## src/rtl/ps2rx_pkg.sv

```systemverilog
package ps2rx_pkg;

   localparam int FRAME_BITS = 11;
   localparam int DATA_BITS  = 8;

   // Layout after all bits are shifted in from the top: stop bit in the MSB, start bit in the LSB.
   typedef struct packed {
      logic                 stop_b;
      logic                 par_b;
      logic [DATA_BITS-1:0] payload;
      logic                 start_b;
   } ps2_frame_t;

   function automatic logic frame_good(input ps2_frame_t f);
      return (!f.start_b) && f.stop_b && (^{f.par_b, f.payload});
   endfunction

endpackage

```

## src/rtl/ps2rx_line_filter.sv

```systemverilog
module ps2rx_line_filter #(
   parameter int RUN_LEN     = 8,
   parameter int SYNC_STAGES = 2
) (
   input  logic clk_i,
   input  logic rst_i,
   input  logic line_i,
   output logic line_o
);

   initial begin
      assert (RUN_LEN >= 2) else $error("RUN_LEN must be at least 2");
      assert (SYNC_STAGES >= 0 && SYNC_STAGES <= 4) else $error("SYNC_STAGES out of range");
   end

   logic synced;

   generate
      if (SYNC_STAGES == 0) begin : g_nosync
         assign synced = line_i;
      end else if (SYNC_STAGES == 1) begin : g_sync1
         logic s_q;
         always_ff @(posedge clk_i) begin
            if (rst_i) s_q <= 1'b1;
            else       s_q <= line_i;
         end
         assign synced = s_q;
      end else begin : g_syncn
         logic [SYNC_STAGES-1:0] s_q;
         always_ff @(posedge clk_i) begin
            if (rst_i) s_q <= '1;
            else       s_q <= {s_q[SYNC_STAGES-2:0], line_i};
         end
         assign synced = s_q[SYNC_STAGES-1];
      end
   endgenerate

   logic [RUN_LEN-1:0] win_q;
   logic               filt_q;

   always_ff @(posedge clk_i) begin
      if (rst_i) begin
         win_q  <= '1;
         filt_q <= 1'b1;
      end else begin
         win_q <= {win_q[RUN_LEN-2:0], synced};
         if (&win_q)
            filt_q <= 1'b1;
         else if (~|win_q)
            filt_q <= 1'b0;
      end
   end

   assign line_o = filt_q;

   // the filtered level moves only after a full window of agreeing samples
   assert_filter_run_R6: assert property (@(posedge clk_i) disable iff (rst_i)
      !$stable(filt_q) |-> ($past(win_q) == {RUN_LEN{filt_q}}));

endmodule

```

## src/rtl/ps2rx_fall_detect.sv

```systemverilog
module ps2rx_fall_detect (
   input  logic clk_i,
   input  logic rst_i,
   input  logic level_i,
   output logic fall_o
);

   logic prev_q;

   always_ff @(posedge clk_i) begin
      if (rst_i) prev_q <= 1'b1;
      else       prev_q <= level_i;
   end

   assign fall_o = prev_q & ~level_i;

   // one sample enable per falling edge
   assert_single_tick_R2: assert property (@(posedge clk_i) disable iff (rst_i)
      fall_o |=> !fall_o);

endmodule

```

## src/rtl/ps2rx_framer.sv

```systemverilog
module ps2rx_framer
   import ps2rx_pkg::*;
#(
   parameter int TIMEOUT_CYC = 200000
) (
   input  logic                 clk_i,
   input  logic                 rst_i,
   input  logic                 sample_i,
   input  logic                 bit_i,
   output logic [DATA_BITS-1:0] data_o,
   output logic                 valid_o,
   output logic                 err_o
);

   localparam int CW = $clog2(FRAME_BITS);
   localparam int TW = $clog2(TIMEOUT_CYC + 1);
   localparam logic [CW-1:0] LAST_POS = CW'(FRAME_BITS - 1);
   localparam logic [TW-1:0] TMO_LAST = TW'(TIMEOUT_CYC - 1);

   initial begin
      assert (TIMEOUT_CYC >= 2) else $error("TIMEOUT_CYC must be at least 2");
   end

   logic [CW-1:0]         pos_q;
   logic [TW-1:0]         idle_q;
   logic [FRAME_BITS-1:0] sh_q;
   logic [FRAME_BITS-1:0] sh_nxt;
   ps2_frame_t            frm_nxt;
   logic                  frm_ok;

   always_comb begin
      sh_nxt  = {bit_i, sh_q[FRAME_BITS-1:1]};
      frm_nxt = ps2_frame_t'(sh_nxt);
      frm_ok  = frame_good(frm_nxt);
   end

   always_ff @(posedge clk_i) begin
      if (rst_i) begin
         pos_q   <= '0;
         idle_q  <= '0;
         sh_q    <= '0;
         data_o  <= '0;
         valid_o <= 1'b0;
         err_o   <= 1'b0;
      end else begin
         valid_o <= 1'b0;
         err_o   <= 1'b0;
         if (sample_i) begin
            idle_q <= '0;
            sh_q   <= sh_nxt;
            if (pos_q == LAST_POS) begin
               pos_q   <= '0;
               valid_o <= frm_ok;
               err_o   <= !frm_ok;
               if (frm_ok)
                  data_o <= frm_nxt.payload;
            end else begin
               pos_q <= pos_q + 1'b1;
            end
         end else if (pos_q != '0) begin
            if (idle_q == TMO_LAST) begin
               pos_q  <= '0;
               idle_q <= '0;
            end else begin
               idle_q <= idle_q + 1'b1;
            end
         end
      end
   end

   // the position never runs past the last frame bit
   assert_pos_range_R2: assert property (@(posedge clk_i) disable iff (rst_i)
      pos_q <= LAST_POS);
   // the two strobes are exclusive and each lasts one cycle
   assert_strobe_excl_R8: assert property (@(posedge clk_i) disable iff (rst_i)
      !(valid_o && err_o));
   assert_valid_pulse_R8: assert property (@(posedge clk_i) disable iff (rst_i)
      valid_o |=> !valid_o);
   assert_err_pulse_R8: assert property (@(posedge clk_i) disable iff (rst_i)
      err_o |=> !err_o);
   // a strobe follows a sample enable
   assert_strobe_cause_R2: assert property (@(posedge clk_i) disable iff (rst_i)
      (valid_o || err_o) |-> $past(sample_i));
   // the byte holds outside a good-frame strobe
   assert_byte_hold_R9: assert property (@(posedge clk_i) disable iff (rst_i)
      !valid_o |-> $stable(data_o));
   // silence past the limit drops the partial frame
   assert_timeout_R7: assert property (@(posedge clk_i) disable iff (rst_i)
      (pos_q != '0 && !sample_i && idle_q == TMO_LAST) |=> (pos_q == '0));

endmodule

```

## src/rtl/ps2_frame_rx.sv

```systemverilog
module ps2_frame_rx
   import ps2rx_pkg::*;
#(
   parameter int RUN_LEN     = 8,
   parameter int SYNC_STAGES = 2,
   parameter int TIMEOUT_CYC = 200000
) (
   input  logic       clk_i,
   input  logic       rst_i,
   input  logic       ps2_clk_i,
   input  logic       ps2_dat_i,
   output logic [7:0] byte_o,
   output logic       byte_valid_o,
   output logic       frame_err_o
);

   initial begin
      assert (DATA_BITS == 8) else $error("byte_o width must match DATA_BITS");
   end

   logic clk_filt;
   logic dat_filt;
   logic bit_tick;

   ps2rx_line_filter #(.RUN_LEN(RUN_LEN), .SYNC_STAGES(SYNC_STAGES)) u_clk_filt (
      .clk_i  (clk_i),
      .rst_i  (rst_i),
      .line_i (ps2_clk_i),
      .line_o (clk_filt)
   );

   ps2rx_line_filter #(.RUN_LEN(RUN_LEN), .SYNC_STAGES(SYNC_STAGES)) u_dat_filt (
      .clk_i  (clk_i),
      .rst_i  (rst_i),
      .line_i (ps2_dat_i),
      .line_o (dat_filt)
   );

   ps2rx_fall_detect u_fall (
      .clk_i   (clk_i),
      .rst_i   (rst_i),
      .level_i (clk_filt),
      .fall_o  (bit_tick)
   );

   ps2rx_framer #(.TIMEOUT_CYC(TIMEOUT_CYC)) u_framer (
      .clk_i    (clk_i),
      .rst_i    (rst_i),
      .sample_i (bit_tick),
      .bit_i    (dat_filt),
      .data_o   (byte_o),
      .valid_o  (byte_valid_o),
      .err_o    (frame_err_o)
   );

endmodule

```

## config.mk

```make
export PLATFORM = sky130hd
export DESIGN_NAME = ps2_frame_rx
export DESIGN_NICKNAME = d
export VERILOG_FILES = /design/src/rtl/ps2rx_pkg.sv /design/src/rtl/ps2rx_line_filter.sv /design/src/rtl/ps2rx_fall_detect.sv /design/src/rtl/ps2rx_framer.sv /design/src/rtl/ps2_frame_rx.sv
export SDC_FILE = /design/constraint.sdc
export NUM_CORES = 1
export LEC_CHECK = 0
export ABC_AREA = 1
export BUFFER_PORTS_ARGS = -buffer_cell sky130_fd_sc_hd__buf_4
export CAP_MARGIN = 15
export CORE_AREA = 2 2 69 71
export CTS_BUF_LIST = sky130_fd_sc_hd__clkbuf_8
export DETAILED_ROUTE_END_ITERATION = 8
export DIE_AREA = 0 0 71 73
export GPL_TIMING_DRIVEN = 0
export PLACE_DENSITY_LB_ADDON = 0.05
export SYNTH_ARGS = -nofsm -noshare
export SYNTH_HDL_FRONTEND = slang
export SYNTH_SLANG_ARGS = --single-unit
```

## constraint.sdc

```tcl
create_clock -name clk_i -period 2.5 [get_ports clk_i]
set_input_delay 0.5 -clock clk_i [delete_from_list [all_inputs] [get_ports clk_i]]
set_output_delay 0.5 -clock clk_i [all_outputs]
set_load 0.02 [all_outputs]
```

## Word level (Yosys, flattened, before mapping)

Cells that the tools add are included.

- Flip-flop bits (word level): 66
- Latch bits: 0
- RAM bits: 0
- Bits in read-only memories: 0
- Output and inout port bits: 10
- Logic and storage cells: 44
- Memories: 0

- $add $sub $neg: 2
- Multipliers: 0
- Div/mod/pow operators: 0
- Magnitude comparators: 0
- Eq/ne operators: 2
- Shifts and indexed selects: 0
- Multiplexer cells: 5
- Bitwise operators: 4
- Reduce and logical (&&, ||, !) cells: 18

Operators by type and width:

| kind | count |
|---|---|
| 18-bit by 1-bit adder with 18-bit output (second input constant) | 1 |
| 18-bit == test (second input constant) | 1 |
| 18-bit 2-to-1 mux | 1 |
| 4-bit 2-to-1 mux | 4 |
| 8-bit AND reduction | 2 |
| 8-bit OR reduction | 2 |
| 9-bit XOR reduction | 1 |
| 2-bit OR reduction | 3 |
| 4-bit by 1-bit adder with 4-bit output (second input constant) | 1 |
| 4-bit == test (second input constant) | 1 |
| 2-bit nonzero test | 2 |
| 4-bit nonzero test | 1 |
| 1-bit NOT | 3 |
| 3-bit AND reduction | 1 |
| 3-bit OR reduction | 1 |
| 1-bit logical AND | 2 |
| 1-bit logical NOT | 2 |
| 2-bit AND reduction | 1 |
| 1-bit bitwise AND | 1 |

## Longest topological paths before layout

Gate-level depths: netlist of run 1.

- Word-level depth: 4
- Gate-level depth with buffers: 13

## By module

Synthesis of run 1 repeated with hierarchy kept, for this count alone.

- Cells, all modules: 395
- Area, all modules: 2934.1 sq um

Modules (own cells, without submodules):

| module | times used | cells each | area each (sq um) |
|---|---|---|---|
| ps2rx_framer | 1 | 315 | 2189.6 |
| ps2rx_line_filter | 2 | 37 | 352.8 |
| ps2rx_fall_detect | 1 | 6 | 38.8 |

## Worst setup path before layout of run 1

No wires, ideal clock.

- Path kind: reg-to-reg
- Start point: register u_framer.idle_q[0]
- End point: register u_framer.idle_q[16]
- Arrival time: 1.413 ns
- Setup slack: 0.968 ns
- Cell stages (with the launch flop): 11
- Clock period less this slack: 1.532 ns
- Cell sequence: dfxtp_1 ha_1 nand3_2 nor2_4 nand2_2 nor3_4 nand2_4 nor2_8 nand2_1 nand2_1 a21oi_2

- Word-level cells in the longest chain between the ends: 2

RTL lines:

| element | RTL line | RTL |
|---|---|---|
| start: declaration | ps2rx_framer.sv:25 | `logic [TW-1:0] idle_q;` |
| start signal: assignment | ps2rx_framer.sv:65 | `idle_q <= idle_q + 1'b1;` |
| 18-bit by 1-bit adder with 18-bit output or 18-bit == test (tied branches) | ps2rx_framer.sv:65, ps2rx_framer.sv:61 |  |
| 18-bit 2-to-1 mux * | ps2rx_framer.sv:61 | `if (idle_q == TMO_LAST) begin` |

Mark *: on every way between the ends. The rest lies on a longest branch, timed or not.
A chain may end at the register's enable or synchronous reset.

## Final worst setup path of run 1

- Start point: register u_framer.idle_q[0]
- End point: register u_framer.pos_q[3]

- Word-level cells in the longest chain between the ends: 3

RTL lines:

| element | RTL line | RTL |
|---|---|---|
| 18-bit == test | ps2rx_framer.sv:61 |  |
| 2-bit nonzero test (no source line) | -- |  |
| 2-bit AND reduction (no source line) | -- |  |
| end signal: assignment | ps2rx_framer.sv:58 | `pos_q <= pos_q + 1'b1;` |
| end: declaration | ps2rx_framer.sv:24 | `logic [CW-1:0] pos_q;` |

Every way passes these cells.

==> results of run 1 <==
## layout make-up
cell class                      count  share of cell area (%)
Tap cell                           54                    2.06
Multi-Input combinational cell    247                    39.8
Clock buffer                       10                    4.19
Sequential cell                    65                    39.6
Timing Repair Buffer               13                    2.97
Inverter                           68                    7.85
Buffer                              8                   0.991
Clock inverter                      6                    2.52
## logic make-up (layout without fill, tap and decap cells)
kind of cell,count (synthesis),count (layout),synth area share [%]
AND/OR/NAND/NOR,190,190,32.5
buffers and inverters,76,105,10.0
flip-flops,65,65,44.9
XOR/XNOR,8,8,2.42
adder cells (fa/ha/maj),4,4,1.73
AO/OA/AOI/OAI,45,45,8.46
## sequential cells by signal, summed over array words and instances (netlist names)
name,count
u_clk_filt.win_q,8
u_framer.err_o,1
u_dat_filt.win_q,8
u_framer.idle_q,18
u_framer.sh_q,10
u_clk_filt.g_syncn.s_q,2
u_framer.pos_q,4
u_dat_filt.line_o,1
u_dat_filt.g_syncn.s_q,2
u_framer.valid_o,1
u_fall.prev_q,1
u_framer.data_o,8
u_clk_filt.line_o,1
## report_power, final
part / switching [W] / internal, W / leakage (nW)
combinational: 0.0000242 / 0.0000117 / 0.863
clock: 0.000383 / 0.000583 / 0.117
sequential: 0.00000176 / 0.00104 / 0.525
## through the flow
stage          hold slack (ps)  setup slack [ps]  cell area (um2)
6_report                   348               612             3280
3_5_place_dp               398               617             3060
2_1_floorplan              389               968             2900
4_1_cts                    341               604             3280
5_1_grt                    338               366             3280
3_3_place_gp               392               623             3060
## worst max-delay path: cells and delay by family (launching register included)
kind / cells / cell delay, ps
fa+ha+maj: 1 / 230
simple gates: 6 / 990
compound gates: 1 / 90
flops: 1 / 460
## how the worst max path moves through the flow
stage                       start             endpoint  slack (ps)  cells after the start
2_1_floorplan  u_framer.idle_q[0]  u_framer.idle_q[16]         970                     10
3_3_place_gp   u_framer.idle_q[0]    u_framer.pos_q[1]         620                      8
3_5_place_dp   u_framer.idle_q[0]    u_framer.pos_q[3]         620                      8
4_1_cts        u_framer.idle_q[0]    u_framer.pos_q[3]         600                      8
5_1_grt        u_framer.idle_q[0]    u_framer.pos_q[1]         370                      8
6_report       u_framer.idle_q[0]    u_framer.pos_q[3]         610                      8
## metal layers
layer / vias up / GRT usage [%]
met4: 0 / 11.7
met3: 6 / 4.97
met2: 38 / 38.5
li1: 1278 / -
met1: 1103 / 28.6
met5: - / 0
## cells in the final DEF (no fill, tap or decap), types with 7 or more instances in the layout
| cell | Yosys | final |
|---|---|---|
| inv_1 | 58 | 59 |
| nor3_1 | 9 | 9 |
| dfxtp_1 | 65 | 65 |
| nand4_1 | 20 | 20 |
| buf_4 | 0 | 13 |
| o21ai_0 | 14 | 14 |
| nor2_1 | 26 | 26 |
| a21oi_1 | 22 | 22 |
| nand2_1 | 95 | 95 |
| or2_2 | 10 | 10 |
| inv_2 | 7 | 7 |
| nand3_1 | 10 | 10 |
| clkbuf_8 | 0 | 10 |
==> flow_summary.json, run 1 <==
{
  "hold_violations": 0,
  "hp-start": "ps2_clk_i",
  "seq_area_frac_synth_pct": 44.9,
  "area_growth_pct": 13.3,
  "multi_input_area_um2": 1310,
  "wirelength_um": 5390,
  "setup_viol": 0,
  "cts_tree": "done",
  "fill_cells": 372,
  "synthFlopType": "dfxtp_1",
  "cpMostUsedCell": "nand2_1",
  "synth_fp_nets": 396,
  "utilization_pct": 72.4,
  "dp.cells": 455,
  "drt-initial-drc-count": 112,
  "antenna_left": 0,
  "yosysTopAreaCell": "dfxtp_1",
  "grt_max_degree": 12,
  "drv_cap": 0,
  "fmax_mhz": 530,
  "cts_buffers": 9,
  "clock-root-buffer": "clkbuf_8",
  "routed-via-count": 2425,
  "cts.sinks": 65,
  "maxSlewHeadroom_pct": 65.3,
  "wl_met1_um": 2520,
  "hold_path_depth": 2,
  "viasPerCell": 5.15,
  "critPathKind": "flop to flop",
  "grt_setup_unrepaired": "false",
  "synth_warnings": 0,
  "endpoint_kind": "flop",
  "ys_types": 35,
  "fin_nets": 420,
  "r2r_end": "u_framer.pos_q[3]",
  "cts_hold_buf": 0,
  "antenna_found_initial": 0,
  "total_power_w": 0.00204,
  "drive_gt1_share_pct": 15.8,
  "grt_pass1_vias": 2254,
  "powerDensity_nw_per_um2": 623,
  "top_layer": "met4",
  "met3_length_um": 233,
  "syn_avg_cell_area_um2": 7.47,
  "clk_latency_ps": 340,
  "finalNonFillerCells": 471,
  "worst-r2r-cell-count": 8,
  "cp.arrival_ps": 2110,
  "power_leakage_nw": 1.51,
  "grt_usage_pct": 23.2,
  "yosys-top-cells-area": "dfxtp_1, nand2_1, inv_1",
  "ir_drop_mv": 0.514,
  "start_kind": "flop",
  "core_area_um2": 4540,
  "cp_slowest_cell": "dfxtp_1",
  "crit_chain": "ha_1, nand3_2, nor4_1, nand3b_1, nand2_1, nand2_1, nand2_2, o21ai_1",
  "cts_buffer_depth": 2,
  "initial_core_util_pct": 63.9,
  "synth_seq_cells": 65,
  "synthMostInstantiatedCell": "nand2_1",
  "clkSlewWorstSetupHoldPaths_ps": 70,
  "row_count": 25,
  "timing.final.crit_share_pct": 75.5,
  "gp_congestion": 0.868,
  "h-tree-depth": 3,
  "synthArstFlopShare_pct": 0,
  "drcViolationCount": 0,
  "hold_class": "primary input to flop",
  "fin_crit_ps": 1890,
  "grt_overflow": 0,
  "die_x_um": 71,
  "synth_common_cells": "nand2_1, dfxtp_1, inv_1",
  "seq_area_um2": 1300,
  "dp_hpwl_um": 3810,
  "slew_violations": 0,
  "status": "finished, final reports clean",
  "ios": 14,
  "cts_resized": 0,
  "tightest_slew_ps": 521,
  "dieArea_um2": 5180,
  "antenna_cells": 0,
  "die_h_um": 73,
  "synth-edff-count": 0,
  "synth_top_area_share_pct": 44.9,
  "min_to": "u_clk_filt.g_syncn.s_q[0]",
  "synthCells": 388,
  "grt_pass1_wl_um": 9370,
  "routedWlPerCell_um": 11.4,
  "cp_max_fo": 10,
  "cpPeakStageDelay_ps": 460,
  "fin_worst_skew_ps": 5.42,
  "wl_met2_um": 2590,
  "synth_area_um2": 2900,
  "port_buffers": 13,
  "cts_setup_buffers": 0,
  "fin_setup_tns_ps": 0,
  "required_ps": 2720,
  "r2r_slack_ps": 610,
  "dr.pass1.iters": 5,
  "r2r_start": "u_framer.idle_q[0]"
}
(Power assumes the default switching activity.)
==> run 2: changes to the inputs <==
ABC_AREA = 0   (was 1)
clock period = 1.8 ns   (was 2.5 ns; I/O delays follow)
==> run 2 against run 1 <==
Effect of this change:
- via count down 17%
- area after synthesis down 7.9%
- synthesized cell count down 27%
- total power up 22%
- global-route usage down 2.4 points
- final area down 3.7%
- setup slack worse by 590 ps
- clock-buffer cell count down 1
- die area unchanged
- non-clock buffer count up 12
- first-iteration DRC count down 33%
- largest power group unchanged
==> flow_summary.json, run 2 <==
{
  "regMostFlops": "u_framer.idle_q",
  "seq_area_frac_synth_pct": 48.8,
  "multi_input_area_um2": 1370,
  "synth_area_um2": 2670,
  "fmax_mhz": 563,
  "grt_pass1_wl_um": 8340,
  "grt_max_degree": 11,
  "fin_nets": 324,
  "synth-edff-count": 0,
  "grt_setup_unrepaired": "true",
  "synth_top_area_share_pct": 48.8,
  "dieArea_um2": 5180,
  "port_buffers": 12,
  "grt_usage_pct": 20.8,
  "fin_worst_skew_ps": 7.63,
  "synthArstFlopShare_pct": 0,
  "r2r_slack_ps": 20,
  "initial_core_util_pct": 58.8,
  "worst-r2r-cell-count": 7,
  "wirelength_um": 4880,
  "area_growth_pct": 18.4,
  "drt-initial-drc-count": 75,
  "gp_congestion": 0.798,
  "clk_latency_ps": 340,
  "synth_warnings": 0,
  "hold_class": "primary input to flop",
  "core_area_um2": 4540,
  "cts.sinks": 65,
  "total_power_w": 0.00249,
  "ir_drop_mv": 0.529,
  "die_h_um": 73,
  "dp_hpwl_um": 3130,
  "drcViolationCount": 0,
  "die_x_um": 71,
  "timing.final.crit_share_pct": 98.7,
  "clock-root-buffer": "clkbuf_8",
  "routedWlPerCell_um": 13.0,
  "drive_gt1_share_pct": 25.5,
  "dr.pass1.iters": 4,
  "largestRegisters": "u_framer.idle_q: 18 flops, u_framer.sh_q: 10 flops",
  "dp.cells": 350,
  "ys_types": 39,
  "hold_path_depth": 2,
  "synth_common_cells": "dfxtp_1, nand2_1, or2_2",
  "yosysTopAreaCell": "dfxtp_1",
  "synthMostInstantiatedCell": "dfxtp_1",
  "utilization_pct": 69.7,
  "critPathKind": "flop to flop",
  "status": "finished, final reports clean",
  "slew_violations": 0,
  "layout_commonest_cell": "dfxtp_1",
  "cp.arrival_ps": 2050,
  "powerDensity_nw_per_um2": 788,
  "clkSlewWorstSetupHoldPaths_ps": 70,
  "finalNonFillerCells": 375,
  "synth_fp_nets": 292,
  "routed-via-count": 2013,
  "final_cell_mix": "dfxtp_1, nand2_1, or2_2",
  "yosys-top-cells-area": "dfxtp_1, or2_2, nand2_1",
  "endpoint_kind": "flop",
  "fill_cells": 369,
  "tightest_slew_ps": 457,
  "antenna_found_initial": 0,
  "ios": 14,
  "antenna_left": 0,
  "seq_area_um2": 1310,
  "cts_hold_buf": 0,
  "row_count": 25,
  "start_kind": "flop",
  "hold_violations": 0,
  "cts_buffer_depth": 2,
  "h-tree-depth": 3,
  "required_ps": 2070,
  "largest_reg_flops": 18,
  "drv_cap": 0,
  "synthCells": 284,
  "viasPerCell": 5.37,
  "synthFlopType": "dfxtp_1",
  "grt_overflow": 0,
  "syn_avg_cell_area_um2": 9.40,
  "cp_max_fo": 8,
  "setup_viol": 0,
  "fin_crit_ps": 1780,
  "power_leakage_nw": 1.10,
  "maxSlewHeadroom_pct": 69.5,
  "cts_buffers": 9,
  "cts_tree": "done",
  "antenna_cells": 0,
  "synth_seq_cells": 65,
  "fin_setup_tns_ps": 0,
  "grt_pass1_vias": 1911
}
==> run 2: changes by cell type after synthesis, moves of 8 or more <==
cell,change
nand2_1,-64
inv_1,-50
nand2b_1,+17
nand4_1,-15
nor2_1,-12
or2_2,+12
mux2i_1,+8
==> run 2: report_power, final <==
group / internal [W] / switching (W) / leakage [nW]
logic: 0.0000231 / 0.0000293 / 0.473
registers: 0.00144 / 0.00000303 / 0.528
clock network: 0.000474 / 0.000518 / 0.0940
total: 0.00194 / 0.000550 / 1.10
==> run 2: cell type report <==
class                   count  share of cell area [%]
plain buffers              11                    1.82
clock buffers               9                    3.92
clock inverters             7                    1.03
inverters                   8                    1.03
multi-input cells         199                    43.3
flip-flops and latches     65                    41.4
well taps                  54                    2.14
repair buffers             22                    5.34
==> run 2: metal layers <==
metal,up-vias,track usage [%],share of wire (%)
met4,0,8.81,1.6
met3,9,7.18,3.8
met5,-,0,0
met1,935,24.4,46
met2,29,34.9,48
li1,1040,-,-
==> run 2: cell families after synthesis <==
| group | after synthesis | synth area share (%) |
|---|---|---|
| flops | 65 | 48.8 |
| xor+xnor | 16 | 6.28 |
| fa+ha+maj | 4 | 1.88 |
| simple gates | 131 | 27.8 |
| mux | 9 | 3.84 |
| buf+inv | 20 | 2.91 |
| compound gates | 39 | 8.58 |
==> run 2: path summary, 6_finish.rpt <==
path | from | endpoint
setup / recovery | u_framer.pos_q[0] | u_framer.idle_q[16]
hold / removal | ps2_clk_i | u_clk_filt.g_syncn.s_q[0]
setup reg to reg | u_framer.pos_q[0] | u_framer.idle_q[16]
hold reg to reg | u_clk_filt.g_syncn.s_q[0] | u_clk_filt.g_syncn.s_q[1]
==> run 2: critical path, stage by stage, from the launching register on <==
cell,delay [ps]
dfxtp_4,360
inv_4,40
ha_4,140
nor3b_4,170
or3_1,330
buf_6,150
or4_1,390
a21oi_1,130
==> run 2: timing repair <==
action,CTS,global route
gates resized for setup,6,18
pin swaps,2,5
endpoints found under the setup margin,24,24
setup buffers,8,2
==> run 2: metrics by stage <==
| stage | instance area, um2 | hold slack, ps | setup WS, ps |
|---|---|---|---|
| after floorplan | 2700 | 389 | 27.5 |
| after global placement | 2850 | 391 | -182 |
| after detailed placement | 2850 | 394 | -194 |
| after CTS | 3090 | 191 | 7.10 |
| after global routing | 3160 | 182 | -35.5 |
| final | 3160 | 202 | 23.1 |
